$ cat src/rtl/lps_pkg.sv
package lps_pkg;
    typedef enum logic [1:0] {
        ST_IDLE  = 2'd0,
        ST_WALK  = 2'd1,
        ST_CLAIM = 2'd2
    } walk_state_e;
endpackage

$ cat src/rtl/lps_header_array.sv
module lps_header_array #(
    parameter int BLK_W  = 3,
    parameter int LINK_W = 4
) (
    input  logic              clk,
    input  logic              rst_n,
    input  logic [BLK_W-1:0]  rd_blk_i,
    output logic [LINK_W-1:0] head_o,
    output logic              dirty_o,
    input  logic              wr_i,
    input  logic [LINK_W-1:0] wr_head_i,
    input  logic              wr_dirty_i
);
    localparam int NBLK = 1 << BLK_W;
    localparam logic [LINK_W-1:0] TERM = '1;

    logic [LINK_W-1:0] head_q  [NBLK];
    logic              dirty_q [NBLK];

    assign head_o  = head_q[rd_blk_i];
    assign dirty_o = dirty_q[rd_blk_i];

    always_ff @(posedge clk) begin
        if (!rst_n) begin
            for (int i = 0; i < NBLK; i++) begin
                head_q[i]  <= TERM;
                dirty_q[i] <= 1'b0;
            end
        end else if (wr_i) begin
            head_q[rd_blk_i]  <= wr_head_i;
            dirty_q[rd_blk_i] <= wr_dirty_i;
        end
    end

    AST_HDR_NO_TERM_WRITE: assert property (@(posedge clk) disable iff (!rst_n)
        wr_i |-> wr_head_i != TERM) else $error("header written with end marker");
endmodule

$ cat src/rtl/lps_entry_pool.sv
module lps_entry_pool #(
    parameter int PROC_W = 3,
    parameter int LINK_W = 4
) (
    input  logic              clk,
    input  logic              rst_n,
    input  logic              alloc_i,
    input  logic [PROC_W-1:0] alloc_proc_i,
    input  logic [LINK_W-1:0] alloc_link_i,
    output logic [LINK_W-1:0] alloc_idx_o,
    input  logic              free_i,
    input  logic [LINK_W-1:0] free_idx_i,
    input  logic [LINK_W-1:0] rd_idx_i,
    output logic [PROC_W-1:0] rd_proc_o,
    output logic [LINK_W-1:0] rd_link_o,
    output logic              empty_o
);
    localparam int SLOTS = 1 << LINK_W;
    localparam int DEPTH = SLOTS - 1;
    localparam logic [LINK_W-1:0] TERM = '1;

    logic [PROC_W-1:0] proc_mem [SLOTS];
    logic [LINK_W-1:0] link_mem [SLOTS];
    logic [LINK_W-1:0] spare_q;

    assign alloc_idx_o = spare_q;
    assign empty_o     = (spare_q == TERM);
    assign rd_proc_o   = proc_mem[rd_idx_i];
    assign rd_link_o   = link_mem[rd_idx_i];

    always_ff @(posedge clk) begin
        if (!rst_n) begin
            spare_q <= '0;
            for (int i = 0; i < SLOTS; i++) begin
                proc_mem[i] <= '0;
                link_mem[i] <= (i + 1 < DEPTH) ? LINK_W'(i + 1) : TERM;
            end
        end else if (alloc_i) begin
            spare_q           <= link_mem[spare_q];
            proc_mem[spare_q] <= alloc_proc_i;
            link_mem[spare_q] <= alloc_link_i;
        end else if (free_i) begin
            link_mem[free_idx_i] <= spare_q;
            spare_q              <= free_idx_i;
        end
    end

    AST_POOL_ONE_OP: assert property (@(posedge clk) disable iff (!rst_n)
        !(alloc_i && free_i)) else $error("alloc and free together");
    AST_NO_OVERFLOW: assert property (@(posedge clk) disable iff (!rst_n)
        alloc_i |-> !empty_o) else $error("alloc from empty pool");
    AST_FREE_REFILLS: assert property (@(posedge clk) disable iff (!rst_n)
        (free_i && free_idx_i != TERM) |=> !empty_o) else $error("freed record lost");
endmodule

$ cat src/rtl/lps_directory.sv
module lps_directory #(
    parameter int BLK_W  = 3,
    parameter int PROC_W = 3,
    parameter int LINK_W = 4
) (
    input  logic              clk,
    input  logic              rst_n,
    input  logic              req_valid,
    input  logic              req_write,
    input  logic [BLK_W-1:0]  req_blk,
    input  logic [PROC_W-1:0] req_proc,
    output logic              req_ready,
    output logic              done,
    output logic              done_ovf,
    output logic              done_dirty,
    output logic              inv_valid,
    output logic [PROC_W-1:0] inv_proc,
    output logic              pool_empty
);
    import lps_pkg::*;
    localparam logic [LINK_W-1:0] TERM = '1;

    walk_state_e state_q, state_d;
    logic [LINK_W-1:0] cur_q;
    logic [BLK_W-1:0]  blk_q;
    logic [PROC_W-1:0] proc_q;
    logic              dirty_q;

    logic [BLK_W-1:0]  hdr_blk;
    logic [LINK_W-1:0] hdr_head, alloc_idx, alloc_link, rd_link;
    logic [PROC_W-1:0] alloc_proc, rd_proc;
    logic              hdr_dirty, alloc, free_en;
    logic              acc_rd, acc_wr, wr_refuse;

    assign req_ready  = (state_q == ST_IDLE);
    assign acc_rd     = req_ready && req_valid && !req_write;
    assign acc_wr     = req_ready && req_valid && req_write;
    assign hdr_blk    = req_ready ? req_blk : blk_q;
    assign wr_refuse  = (hdr_head == TERM) && pool_empty;
    assign alloc      = (acc_rd && !pool_empty) || (state_q == ST_CLAIM);
    assign alloc_proc = (state_q == ST_CLAIM) ? proc_q : req_proc;
    assign alloc_link = (state_q == ST_CLAIM) ? TERM : hdr_head;
    assign free_en    = (state_q == ST_WALK) && (cur_q != TERM);

    lps_header_array #(.BLK_W(BLK_W), .LINK_W(LINK_W)) u_hdr (
        .clk(clk), .rst_n(rst_n), .rd_blk_i(hdr_blk), .head_o(hdr_head),
        .dirty_o(hdr_dirty), .wr_i(alloc), .wr_head_i(alloc_idx),
        .wr_dirty_i(state_q == ST_CLAIM)
    );

    lps_entry_pool #(.PROC_W(PROC_W), .LINK_W(LINK_W)) u_pool (
        .clk(clk), .rst_n(rst_n), .alloc_i(alloc), .alloc_proc_i(alloc_proc),
        .alloc_link_i(alloc_link), .alloc_idx_o(alloc_idx), .free_i(free_en),
        .free_idx_i(cur_q), .rd_idx_i(cur_q), .rd_proc_o(rd_proc),
        .rd_link_o(rd_link), .empty_o(pool_empty)
    );

    always_comb begin
        state_d = state_q;
        unique case (state_q)
            ST_IDLE:  if (acc_wr && !wr_refuse) state_d = ST_WALK;
            ST_WALK:  if (cur_q == TERM) state_d = ST_CLAIM;
            ST_CLAIM: state_d = ST_IDLE;
            default:  state_d = ST_IDLE;
        endcase
    end

    always_ff @(posedge clk) begin
        if (!rst_n) state_q <= ST_IDLE;
        else        state_q <= state_d;
    end

    always_ff @(posedge clk) begin
        if (!rst_n) begin
            cur_q      <= TERM;
            blk_q      <= '0;
            proc_q     <= '0;
            dirty_q    <= 1'b0;
            done       <= 1'b0;
            done_ovf   <= 1'b0;
            done_dirty <= 1'b0;
            inv_valid  <= 1'b0;
            inv_proc   <= '0;
        end else begin
            done      <= 1'b0;
            done_ovf  <= 1'b0;
            inv_valid <= 1'b0;
            unique case (state_q)
                ST_IDLE: begin
                    if (acc_rd) begin
                        done       <= 1'b1;
                        done_ovf   <= pool_empty;
                        done_dirty <= hdr_dirty;
                    end else if (acc_wr) begin
                        blk_q   <= req_blk;
                        proc_q  <= req_proc;
                        dirty_q <= hdr_dirty;
                        cur_q   <= hdr_head;
                        if (wr_refuse) begin
                            done       <= 1'b1;
                            done_ovf   <= 1'b1;
                            done_dirty <= hdr_dirty;
                        end
                    end
                end
                ST_WALK: begin
                    if (cur_q != TERM) begin
                        inv_valid <= (rd_proc != proc_q);
                        inv_proc  <= rd_proc;
                        cur_q     <= rd_link;
                    end
                end
                ST_CLAIM: begin
                    done       <= 1'b1;
                    done_dirty <= dirty_q;
                end
                default: ;
            endcase
        end
    end

    AST_INV_NOT_WRITER: assert property (@(posedge clk) disable iff (!rst_n)
        inv_valid |-> inv_proc != proc_q) else $error("writer invalidated");
    AST_BUSY_DURING_INV: assert property (@(posedge clk) disable iff (!rst_n)
        inv_valid |-> !req_ready) else $error("ready during walk");
    AST_OVF_KEEPS_EMPTY: assert property (@(posedge clk) disable iff (!rst_n)
        done_ovf |-> (pool_empty && done)) else $error("refusal with free record");
    AST_CLAIM_HAS_ROOM: assert property (@(posedge clk) disable iff (!rst_n)
        (state_q == ST_CLAIM) |-> !pool_empty) else $error("no record for writer");
endmodule

$ cat config.mk
export PLATFORM = sky130hd
export DESIGN_NAME = lps_directory
export DESIGN_NICKNAME = d
export VERILOG_FILES = /design/src/rtl/lps_pkg.sv /design/src/rtl/lps_header_array.sv /design/src/rtl/lps_entry_pool.sv /design/src/rtl/lps_directory.sv
export SDC_FILE = /design/constraint.sdc
export NUM_CORES = 1
export LEC_CHECK = 0
export ABC_CLOCK_PERIOD_IN_PS = 2980
export BUFFER_PORTS_ARGS = -buffer_cell sky130_fd_sc_hd__buf_2
export CAP_MARGIN = 10
export CORE_ASPECT_RATIO = 0.6
export CORE_MARGIN = 2
export CORE_UTILIZATION = 57
export CTS_CLUSTER_DIAMETER = 120
export DETAILED_ROUTE_END_ITERATION = 16
export GPL_ROUTABILITY_DRIVEN = 0
export GPL_TIMING_DRIVEN = 0
export MAX_ROUTING_LAYER = met4
export PLACE_DENSITY = 0.72
export SLEW_MARGIN = 25
export SYNTH_ARGS = -nofsm -noshare
export SYNTH_HDL_FRONTEND = slang
export SYNTH_HIERARCHICAL = 1
export SYNTH_SLANG_ARGS = --single-unit
$ cat constraint.sdc
create_clock -name clk -period 2.98 [get_ports clk]
set_input_delay 0.149 -clock clk [delete_from_list [all_inputs] [get_ports clk]]
set_output_delay 0.149 -clock clk [all_outputs]
set_load 0.05 [all_outputs]
==> impl_metrics.ini <==
[layout]
syn_to_final_growth_pct = 15.8
seq_area_mm2 = 0.00507
nFillCells = 1130
insertedDiodeCount = 0
finished_cell_area_mm2 = 0.0108
multi_input_comb_area_mm2 = 0.00419
layout_common_cells = 144 x edfxtp_1, 89 x nand2_1, 55 x mux4_2, 52 x nor2_1, 51 x and2_1
layout_commonest_cell = edfxtp_1
nNetsFinal = 795
drive_gt1_frac = 0.294

[global_routing]
gr-total-overflow = 0
grt_antenna_before_repair = 0
grt_usage = 0.303
grt_max_degree = 17
first_global_vias = 6257
grt_pass1_wl_um = 36700

[power_and_ir_drop]
power_density_mw_per_mm2 = 554
worst_ir_drop_vdd_mv = 0.445
total_power_w = 0.00600
leakagePower_nw = 3.58

[floorplan]
effective_utilization_at_floorplan = 0.579
core-area_mm2 = 0.0162
design.die.area_mm2 = 0.0175
dieWidth_um = 169
row_count = 36
die-height_um = 103
ios = 19

[place]
place_hpwl_um = 17400
placement.io_buffers = 18
place_area_mm2 = 0.00974

[logic_synthesis]
synth.top_cell.area_share = 0.462
count_of_flip_flops_with_a_built_in_enable_after_synthesis = 144
postSynthAreaPerCell_um2 = 13.0
synth_top_cell_by_area = edfxtp_1
most_common_flop_cell_mapped_by_yosys = edfxtp_1
synth_cell_type_count = 63
syn_area_mm2 = 0.00936
ys_seq_elements = 180
synth_top_cells_by_area = edfxtp_1 46%, mux4_2 13%, dfxtp_1 7.7%
sequential_to_total_area_share_from_yosys_stat = 0.539
synth_instances = 721
synth_async_sr_flop_share = 0
postSynthNetCount = 731
synthesis.yosys.warnings = 6

[critical_path]
critPathKind = register to register
end_kind = register
cp.required_ns = 3.18
startpoint_type = register
critical_path.max_fanout = 10
crit_arrival_ns = 3.12

[timing]
hold_viol = 0
slew_violations = 0
hold-worst-slack_ns = 0.0897
final_min_period_over_clock_period = 0.982
setup-violations-final = 0
worst-slew-pin-transition_ns = 1.00
fin_skew_ns = 0.00992
maxClockFrequency_mhz = 342
timing.final.crit_period_ns = 2.93
slew-limit-headroom = 0.327

[drt]
route.detailed.wl_per_inst_um = 24.3
postRouteAntennaNets = 0
drt_pass1_iterations = 6
post-route-drc-count = 0
first_iter_violations = 895
vias_per_cell = 6.51
vias = 6559
drt-total-wl_um = 24500

[job]
maxCapViolations = 0

[status]
run_status = completed

[clock_tree]
htree_num_levels = 4
tritoncts = yes
clkSinkCount = 180
clk_root_buffer_cell = clkbuf_16
cts_made_buffers = 17
worst_setup_hold_path_clk_slew_ns = 0.07
worstSkewPairLatency_ns = 0.44
cts-root-to-sink-buffers = 2

[hold_path]
min_path_type = primary input to register
==> per-stage QoR <==
step	setup TNS (ns)	util	worst slack (ns)	std cells
finish	0	0.671	0.0539	1007
global route	-0.173	0.671	-0.0280	1007
CTS	0	0.658	0.00235	997
detailed placement	-70.97	0.602	-0.833	948
global placement	-56.17	0.602	-0.761	948
floorplan	0	-	0.0103	721
==> routing by layer <==
metal,up-vias,wire length (um),GRT usage
met1,3248,10600,0.428
met3,38,3460,0.123
li1,2841,-,-
met2,432,9960,0.401
met4,0,444,0.0881
met5,-,0,-
==> cell families after synthesis <==
kind of cell | Yosys count | share of synthesized area
compound gates | 66 | 0.0466
xor+xnor | 3 | 0.00281
buf+inv | 58 | 0.0353
flops | 180 | 0.539
mux | 96 | 0.184
simple gates | 318 | 0.192
==> cell usage after synthesis, types with 3 or more instances <==
library cell,n
xor2_1,3
nor3_1,4
nand3_1,6
buf_4,5
nor4_4,5
mux2i_1,23
o21ai_1,7
or3_1,25
nand2_1,97
mux2_4,3
mux4_2,54
and2_1,51
dfxtp_1,36
clkbuf_1,20
edfxtp_1,144
o22a_1,3
nor2_1,54
buf_1,4
mux2_2,8
or2_1,8
a21boi_1,10
nand4b_1,3
nor3b_2,4
o21ai_0,27
mux2_1,4
inv_1,3
nor4_2,7
nand2b_1,21
buf_2,14
a41oi_1,4
buf_6,10
nand4_1,15
==> worst paths after layout <==
| kind | startpoint | endpoint | slack (ns) | cells after the start |
|---|---|---|---|---|
| min | req_write | done_ovf | 0.09 | 3 |
| max | state_q[1] | u_pool/link_mem[3][2] | 0.05 | 13 |
| max reg2reg | state_q[1] | u_pool/link_mem[3][2] | 0.05 | 13 |
| min reg2reg | blk_q[2] | blk_q[2] | 0.46 | 2 |
==> worst max-delay path, cell delays in order (launching register included) <==
cell and delay, ns:
dfxtp_2 0.36, nor2_4 0.21, mux2_4 0.33, buf_6 0.15, buf_6 0.15, nand2_2 0.11
buf_6 0.12, o22ai_1 0.10, a31oi_2 0.25, o21ai_2 0.14, nand2b_4 0.17, mux2i_4 0.30
buf_6 0.20, nand2b_1 0.08
==> flip-flops by register name, summed over array words and instances (netlist names), named ones only <==
register	flops
inv_valid	1
proc_q	3
done	1
done_dirty	1
state_q	2
blk_q	3
cur_q	4
u_pool/link_mem	64
inv_proc	3
u_hdr/head_q	32
u_pool/alloc_idx_o	4
dirty_q	1
u_hdr/dirty_q	8
u_pool/proc_mem	48
done_ovf	1
==> where the power goes <==
group          internal [W]  total (W)  switching (W)
registers           0.00279    0.00285      0.0000627
clock network       0.00116    0.00216        0.00101
logic              0.000400   0.000986       0.000586
total               0.00435    0.00600        0.00166
==> area by class of cell <==
cell class,count,area share
flip-flops and latches,180,0.468
multi-input cells,483,0.386
clock buffers,17,0.0392
plain buffers,52,0.0368
repair buffers,47,0.0329
well taps,209,0.0241
clock inverters,15,0.0120
inverters,4,0.00138
==> timing repair <==
action / 4_1_cts / 5_1_grt
resized for setup: 50 / 46
buffers inserted: 10 / 10
hold endpoints to repair: 7 / 0
setup endpoints to repair: 210 / 156
hold buffers: 7 / 0
gates cloned: 0 / 2
pin swaps: 5 / 5
Power figures use the tool's default switching activity.
